<file path="config.mk">
export PLATFORM = sky130hd
export DESIGN_NAME = spi_port
export DESIGN_NICKNAME = d
export VERILOG_FILES = /design/src/rtl/spi_port_pkg.sv /design/src/rtl/spi_rate_gen.sv /design/src/rtl/spi_shift_core.sv /design/src/rtl/spi_port.sv
export SDC_FILE = /design/constraint.sdc
export NUM_CORES = 1
export LEC_CHECK = 0
export BUFFER_PORTS_ARGS = -buffer_cell sky130_fd_sc_hd__buf_2
export CORE_ASPECT_RATIO = 1.4
export CORE_UTILIZATION = 55
export DETAILED_ROUTE_END_ITERATION = 10
export GPL_TIMING_DRIVEN = 0
export PLACE_DENSITY = 0.79
export SKIP_CTS_REPAIR_TIMING = 1
export SYNTH_ARGS = -nofsm -noshare
export SYNTH_HDL_FRONTEND = slang
export SYNTH_SLANG_ARGS = --single-unit
</file>
<file path="constraint.sdc">
create_clock -name clk -period 4.4 [get_ports clk]
set_clock_uncertainty 0.1 [all_clocks]
set_input_delay 0.66 -clock clk [delete_from_list [all_inputs] [get_ports clk]]
set_output_delay 0.66 -clock clk [all_outputs]
set_load 0.05 [all_outputs]
</file>
<file path="src/rtl/spi_port_pkg.sv">
package spi_port_pkg;

  typedef struct packed {
    logic       irq_en;
    logic       en;
    logic       lsb_first;
    logic       master;
    logic       cpol;
    logic       cpha;
    logic [1:0] rate;
  } ctrl_t;

  localparam int          ADDR_W    = 2;
  localparam int          HALF_W    = 7;
  localparam logic [1:0]  ADDR_CTRL = 2'd0;
  localparam logic [1:0]  ADDR_STAT = 2'd1;
  localparam logic [1:0]  ADDR_DATA = 2'd2;

  // SCK half period in system clocks for a rate select value
  function automatic logic [HALF_W-1:0] half_period(input logic [1:0] sel);
    logic [HALF_W-1:0] h;
    if (sel == 2'd3) h = HALF_W'(64);
    else             h = HALF_W'(2) << (2 * sel);
    return h;
  endfunction

endpackage

</file>
<file path="src/rtl/spi_rate_gen.sv">
module spi_rate_gen
  import spi_port_pkg::*;
(
  input  logic       clk,
  input  logic       rst_n,
  input  logic       run,
  input  logic [1:0] rate,
  output logic       tick
);

  logic [HALF_W-1:0] cnt_q, cnt_d;
  logic              at_end;

  always_comb begin
    at_end = (cnt_q == half_period(rate) - HALF_W'(1));
    if (!run)        cnt_d = '0;
    else if (at_end) cnt_d = '0;
    else             cnt_d = cnt_q + HALF_W'(1);
  end

  always_ff @(posedge clk or negedge rst_n) begin
    if (!rst_n) cnt_q <= '0;
    else        cnt_q <= cnt_d;
  end

  assign tick = run & at_end;

endmodule

</file>
<file path="src/rtl/spi_shift_core.sv">
module spi_shift_core #(
  parameter int DATA_W = 8
) (
  input  logic              clk,
  input  logic              rst_n,
  input  logic              load,
  input  logic [DATA_W-1:0] load_data,
  input  logic              clr_cnt,
  input  logic              lsb_first,
  input  logic              cpha,
  input  logic              lead,
  input  logic              trail,
  input  logic              sdi,
  output logic              sdo,
  output logic              done,
  output logic [DATA_W-1:0] word_next
);

  localparam int                CNT_W = $clog2(DATA_W);
  localparam logic [CNT_W-1:0]  LAST  = CNT_W'(DATA_W - 1);

  logic [DATA_W-1:0] sreg_q, sreg_d;
  logic [CNT_W-1:0]  cnt_q, cnt_d;
  logic              cap_q, cap_d;
  logic              cap_ev, shift_ev, bit_in;

  always_comb begin
    cap_ev    = cpha ? trail : lead;
    shift_ev  = cpha ? (lead && (cnt_q != '0)) : trail;
    bit_in    = cap_ev ? sdi : cap_q;
    word_next = lsb_first ? {bit_in, sreg_q[DATA_W-1:1]}
                          : {sreg_q[DATA_W-2:0], bit_in};
    done      = trail && (cnt_q == LAST);

    sreg_d = sreg_q;
    if (load)          sreg_d = load_data;
    else if (shift_ev) sreg_d = word_next;

    cap_d = cap_ev ? sdi : cap_q;

    cnt_d = cnt_q;
    if (clr_cnt || load) cnt_d = '0;
    else if (trail)      cnt_d = (cnt_q == LAST) ? '0 : cnt_q + CNT_W'(1);
  end

  always_ff @(posedge clk or negedge rst_n) begin
    if (!rst_n) begin
      sreg_q <= '0;
      cnt_q  <= '0;
      cap_q  <= 1'b0;
    end else begin
      sreg_q <= sreg_d;
      cnt_q  <= cnt_d;
      cap_q  <= cap_d;
    end
  end

  assign sdo = lsb_first ? sreg_q[0] : sreg_q[DATA_W-1];

endmodule

</file>
<file path="src/rtl/spi_port.sv">
module spi_port
  import spi_port_pkg::*;
#(
  parameter int DATA_W = 8,
  parameter int SYNC_N = 2
) (
  input  logic              clk,
  input  logic              rst_n,
  input  logic              bus_en,
  input  logic              bus_we,
  input  logic [ADDR_W-1:0] bus_addr,
  input  logic [DATA_W-1:0] bus_wdata,
  output logic [DATA_W-1:0] bus_rdata,
  input  logic              gie,
  output logic              irq,
  output logic              sck_o,
  input  logic              sck_i,
  input  logic              ss_n,
  input  logic              sdi,
  output logic              sdo
);

  logic [1:0]        rst_pipe_q;
  logic              rst_n_i;
  logic [SYNC_N-1:0] sck_pipe_q, ss_pipe_q;
  logic              sck_s, ss_s;

  ctrl_t             ctrl_q, ctrl_d;
  logic              flag_q, flag_d, arm_q, arm_d, busy_q, busy_d;
  logic              lvl_q, lvl_d, slv_prev_q;
  logic [DATA_W-1:0] rx_q, rx_d;

  logic wr_ctrl, wr_data, rd_stat, data_acc;
  logic master_act, slave_act, fault, start, load, tick;
  logic slv_lvl, lead, trail, core_done;
  logic [DATA_W-1:0] word_next;

  // reset: asserted at once, released on a clock edge
  always_ff @(posedge clk or negedge rst_n) begin
    if (!rst_n) rst_pipe_q <= '0;
    else        rst_pipe_q <= {rst_pipe_q[0], 1'b1};
  end
  assign rst_n_i = rst_pipe_q[1];

  always_ff @(posedge clk or negedge rst_n_i) begin
    if (!rst_n_i) begin
      sck_pipe_q <= '0;
      ss_pipe_q  <= '1;
    end else begin
      sck_pipe_q <= {sck_pipe_q[SYNC_N-2:0], sck_i};
      ss_pipe_q  <= {ss_pipe_q[SYNC_N-2:0], ss_n};
    end
  end
  assign sck_s = sck_pipe_q[SYNC_N-1];
  assign ss_s  = ss_pipe_q[SYNC_N-1];

  always_comb begin
    wr_ctrl    = bus_en && bus_we && (bus_addr == ADDR_CTRL);
    wr_data    = bus_en && bus_we && (bus_addr == ADDR_DATA);
    rd_stat    = bus_en && !bus_we && (bus_addr == ADDR_STAT);
    data_acc   = bus_en && (bus_addr == ADDR_DATA);
    master_act = ctrl_q.en && ctrl_q.master;
    slave_act  = ctrl_q.en && !ctrl_q.master && !ss_s;
    fault      = master_act && !ss_s;
    start      = wr_data && master_act && !busy_q && !fault;
    load       = wr_data && ctrl_q.en && !busy_q && !fault;
    slv_lvl    = sck_s ^ ctrl_q.cpol;
    lead       = (tick && !lvl_q) || (slave_act && slv_lvl && !slv_prev_q);
    trail      = (tick && lvl_q) || (slave_act && !slv_lvl && slv_prev_q);
  end

  spi_rate_gen u_rate (
    .clk   (clk),
    .rst_n (rst_n_i),
    .run   (busy_q),
    .rate  (ctrl_q.rate),
    .tick  (tick)
  );

  spi_shift_core #(.DATA_W(DATA_W)) u_core (
    .clk       (clk),
    .rst_n     (rst_n_i),
    .load      (load),
    .load_data (bus_wdata),
    .clr_cnt   (!busy_q && !slave_act),
    .lsb_first (ctrl_q.lsb_first),
    .cpha      (ctrl_q.cpha),
    .lead      (lead),
    .trail     (trail),
    .sdi       (sdi),
    .sdo       (sdo),
    .done      (core_done),
    .word_next (word_next)
  );

  always_comb begin
    ctrl_d = ctrl_q;
    if (wr_ctrl) ctrl_d = ctrl_t'(bus_wdata);
    if (fault)   ctrl_d.master = 1'b0;

    busy_d = busy_q;
    if (fault || !ctrl_q.en)   busy_d = 1'b0;
    else if (start)            busy_d = 1'b1;
    else if (core_done)        busy_d = 1'b0;

    lvl_d = lvl_q;
    if (!busy_q || fault) lvl_d = 1'b0;
    else if (tick)        lvl_d = !lvl_q;

    arm_d = arm_q;
    if (data_acc)               arm_d = 1'b0;
    else if (rd_stat && flag_q) arm_d = 1'b1;

    flag_d = flag_q;
    if (core_done || fault)     flag_d = 1'b1;
    else if (data_acc && arm_q) flag_d = 1'b0;

    rx_d = core_done ? word_next : rx_q;
  end

  always_ff @(posedge clk or negedge rst_n_i) begin
    if (!rst_n_i) begin
      ctrl_q     <= '0;
      busy_q     <= 1'b0;
      lvl_q      <= 1'b0;
      arm_q      <= 1'b0;
      flag_q     <= 1'b0;
      rx_q       <= '0;
      slv_prev_q <= 1'b0;
    end else begin
      ctrl_q     <= ctrl_d;
      busy_q     <= busy_d;
      lvl_q      <= lvl_d;
      arm_q      <= arm_d;
      flag_q     <= flag_d;
      rx_q       <= rx_d;
      slv_prev_q <= slv_lvl;
    end
  end

  always_comb begin
    case (bus_addr)
      ADDR_CTRL: bus_rdata = ctrl_q;
      ADDR_STAT: bus_rdata = {flag_q, {(DATA_W-1){1'b0}}};
      ADDR_DATA: bus_rdata = rx_q;
      default:   bus_rdata = '0;
    endcase
  end

  assign sck_o = lvl_q ^ ctrl_q.cpol;
  assign irq   = ctrl_q.irq_en && flag_q && gie;

endmodule

</file>
==> reports/summary.txt <==
cell mode on critical path -> buf_2
Worst-Margin Slew -> 0.8087 ns
Int Pwr -> 0.7562 mW
layout cell share with drive strength beyond 1 -> 21.35%
post-route setup TNS -> 0 ns
Ys Warns -> 0
Setup WS post-layout -> 1.807 ns
P per Cell Area -> 425.3 mW/mm2
Critical Path Sink Type -> output pin
post-synth top area share -> 45.08%
Final ANT Viol Nets -> 0
Synth cell types -> 52
Buffers on Ports -> 28
Hold Violations, Final -> 0
clock slew at reported path FFs -> 0.08 ns
Slowest cell on crit path -> buf_1
area of all sequential standard cells -> 0.001155 mm2
gpl congestion -> 0.8164
crit-path cells -> buf_2 > buf_1 > mux2i_1 > nor2_1 > buf_2
placed cells -> 333
I/O pins -> 29
Mapped Nets -> 266
pre-CTS WS -> 1.626 ns
starting density of the core -> 57.62%
combinational fraction of design power -> 30.3%
DRT Pass-1 Iters -> 4
post-route clock period utilization -> 58.94%
R2R depth -> 6
number of synthesized register bits -> 46
commonest non-fill, non-tap cell in the layout -> dfrtp_1
Crit path required time -> 3.64 ns
Final Power -> 1.178 mW
first-pass GRT wire length -> 7.948 mm
H-Tree Level Count -> 2
num rows -> 28
Final Util -> 65.35%
number of clock sinks -> 46
Fill cells -> 360
latest clock arrival within the worst-skew pair -> 0.30 ns
peak supply drop -> 0.2680 mV
Sw Share -> 35.81%
max_slew headroom -> 45.79%
Sequential Power Share -> 47.5%
Placeable Area -> 0.004239 mm2
outcome -> completed
Net Sw Power -> 0.4219 mW
diode count -> 0
total CTS buffers -> 5
Max-Cap Viols -> 0
Synth Instances -> 244
Setup-failing EPs final -> 0
EDFF count, synth -> 0
post-layout min period -> 2.593 ns
Area Growth Syn to Fin -> 13.42%
Clock Tree Buf Depth -> 2
HPWL Detailed -> 3.672 mm
Fmax -> 0.3856 GHz
crit path DAT -> 1.83 ns
CP max stage delay -> 0.49 ns
vias per cell -> 5.469
Mapped Avg Cell Area -> 10.01 um2
CP max FO -> 10
register area share after synthesis -> 47.23%
Clock Power Share -> 22.2%
die height -> 80.85 um
vias -> 1865
Die X -> 58.32 um
number of global-route vias before repair -> 1763
DRT Wirelength -> 4.885 mm
largest cells by area after synthesis -> dfrtp_1, mux2i_1, nor2_1
Min-Delay Path Class -> input pin to asynchronous set/reset pin
Setup Crit Path Kind -> input pin to output pin
gr usage total -> 22.52%
Layout Cells excl Fill -> 341
Root Driver -> clkbuf_8
Async SR Flop Fraction -> 100.0%
CTS tree -> built
initial antenna violation count -> 0
RSZ-0062 raised after global routing -> false
most frequent cells in the layout -> dfrtp_1, buf_2, nor2_1
area taken by multi-input logic gates -> 0.001171 mm2
drc violations -> 0
Initial DRC Count -> 62
ys flop type -> dfrtp_1
Synth Cell Area -> 0.002442 mm2
area leader, netlist -> dfrtp_1
nets -> 302
die area -> 0.004715 mm2
Pleak -> 1.268 nW
Critical Path Source Type -> input pin
Slew Viols, Final -> 0
largest net degree at the start of global routing -> 27
Routed WL per cell -> 14.33 um
Congestion Overflow GR -> 0
==> through the flow <==
step	hold WS [ns]	area [um2]
floorplan	0.2312	2442
global placement	0.2314	2658
detailed placement	0.1295	2679
CTS	0.01955	2770
global route	0.01294	2770
finish	0.02593	2770
==> Yosys cell counts, types with 2 or more instances <==
| cell type | instances |
|---|---|
| dfrtp_1 | 44 |
| nor2_1 | 27 |
| nand2_1 | 20 |
| mux2i_1 | 18 |
| o21ai_0 | 16 |
| inv_1 | 13 |
| a21oi_1 | 10 |
| mux2_2 | 6 |
| xor2_1 | 6 |
| clkbuf_1 | 5 |
| nand3_1 | 5 |
| ha_1 | 4 |
| nand2b_1 | 4 |
| a31oi_1 | 3 |
| and3_1 | 3 |
| buf_6 | 3 |
| nor2b_1 | 3 |
| nor3_1 | 3 |
| o21ai_1 | 3 |
| o31ai_1 | 3 |
| xnor2_1 | 3 |
| a311oi_1 | 2 |
| a32oi_1 | 2 |
| and2_1 | 2 |
| dfstp_2 | 2 |
| nand3b_1 | 2 |
| nand4b_1 | 2 |
| nor3_2 | 2 |
| nor3b_1 | 2 |
| o2111ai_1 | 2 |
| o211ai_1 | 2 |
| o22ai_1 | 2 |
==> kinds of logic (layout without fill, tap and decap cells) <==
logic type                 Yosys count  after routing  synth area share, %
xor gates and xnor gates             9              9                3.228
DFF                                 46             46                47.23
and+or+nand+nor                     85             85                19.31
muxes                               24             24                10.14
other                                1              1               0.1535
AOI/OAI and AO/OA                   51             51                13.06
adders and majority gates            4              4                2.049
buffers and inverters               24             61                4.815
==> worst max-delay path, delay by kind of cell <==
family / cells / cell delay (ns)
buffers and inverters: 3 / 0.87
muxes: 1 / 0.17
and+or+nand+nor: 1 / 0.12
==> metal layers <==
| metal | global-route usage [%] | vias to the layer above | routed length (um) |
|---|---|---|---|
| li1 | - | 926 | - |
| met1 | 27.81 | 884 | 2216 |
| met2 | 37.59 | 45 | 2380 |
| met3 | 4.936 | 10 | 177 |
| met4 | 10.00 | 0 | 111 |
| met5 | 0 | - | 0 |
==> final timing paths <==
kind	start	end	slack, ns
setup / recovery	bus_addr[1]	bus_rdata[0]	1.81
hold / removal	rst_n	rst_pipe_q[1]	0.03
setup reg to reg	ctrl_q[1]	u_core.sreg_q[7]	1.91
hold reg to reg	rst_pipe_q[1]	u_core.sreg_q[7]	0.12
max in group asynchronous	rst_pipe_q[1]	ss_pipe_q[1]	3.52
min in group clk	sck_pipe_q[0]	sck_pipe_q[1]	0.25
==> area by class of cell <==
class                      count  area share, %
buffer                        11          2.484
clock buffer                   7          3.117
clock inverter                 1         0.1807
inverter                      13          1.762
multi-input combinational    174          42.28
sequential                    46          41.69
tap                           60          2.710
timing repair buffer          29          5.781
==> state kept, by name, summed over array words and instances (netlist names) <==
| register | count |
|---|---|
| slv_prev_q | 1 |
| flag_q | 1 |
| ss_pipe_q | 2 |
| u_core.cnt_q | 3 |
| rx_q | 8 |
| lvl_q | 1 |
| u_core.sreg_q | 8 |
| busy_q | 1 |
| arm_q | 1 |
| u_rate.cnt_q | 7 |
| ctrl_q | 8 |
| rst_pipe_q | 2 |
| u_core.cap_q | 1 |
| sck_pipe_q | 2 |
==> power by group through the flow <==
stage | clock network, mW | logic (mW) | registers (mW)
5_1_grt | 0.287 | 0.396 | 0.568
3_3_place_gp | 0 | 0.340 | 0.570
2_1_floorplan | 0 | 0.282 | 0.547
6_report | 0.261 | 0.357 | 0.560
3_5_place_dp | 0 | 0.355 | 0.569
4_1_cts | 0.271 | 0.357 | 0.560
No activity file was read; power rests on OpenSTA's default activity.
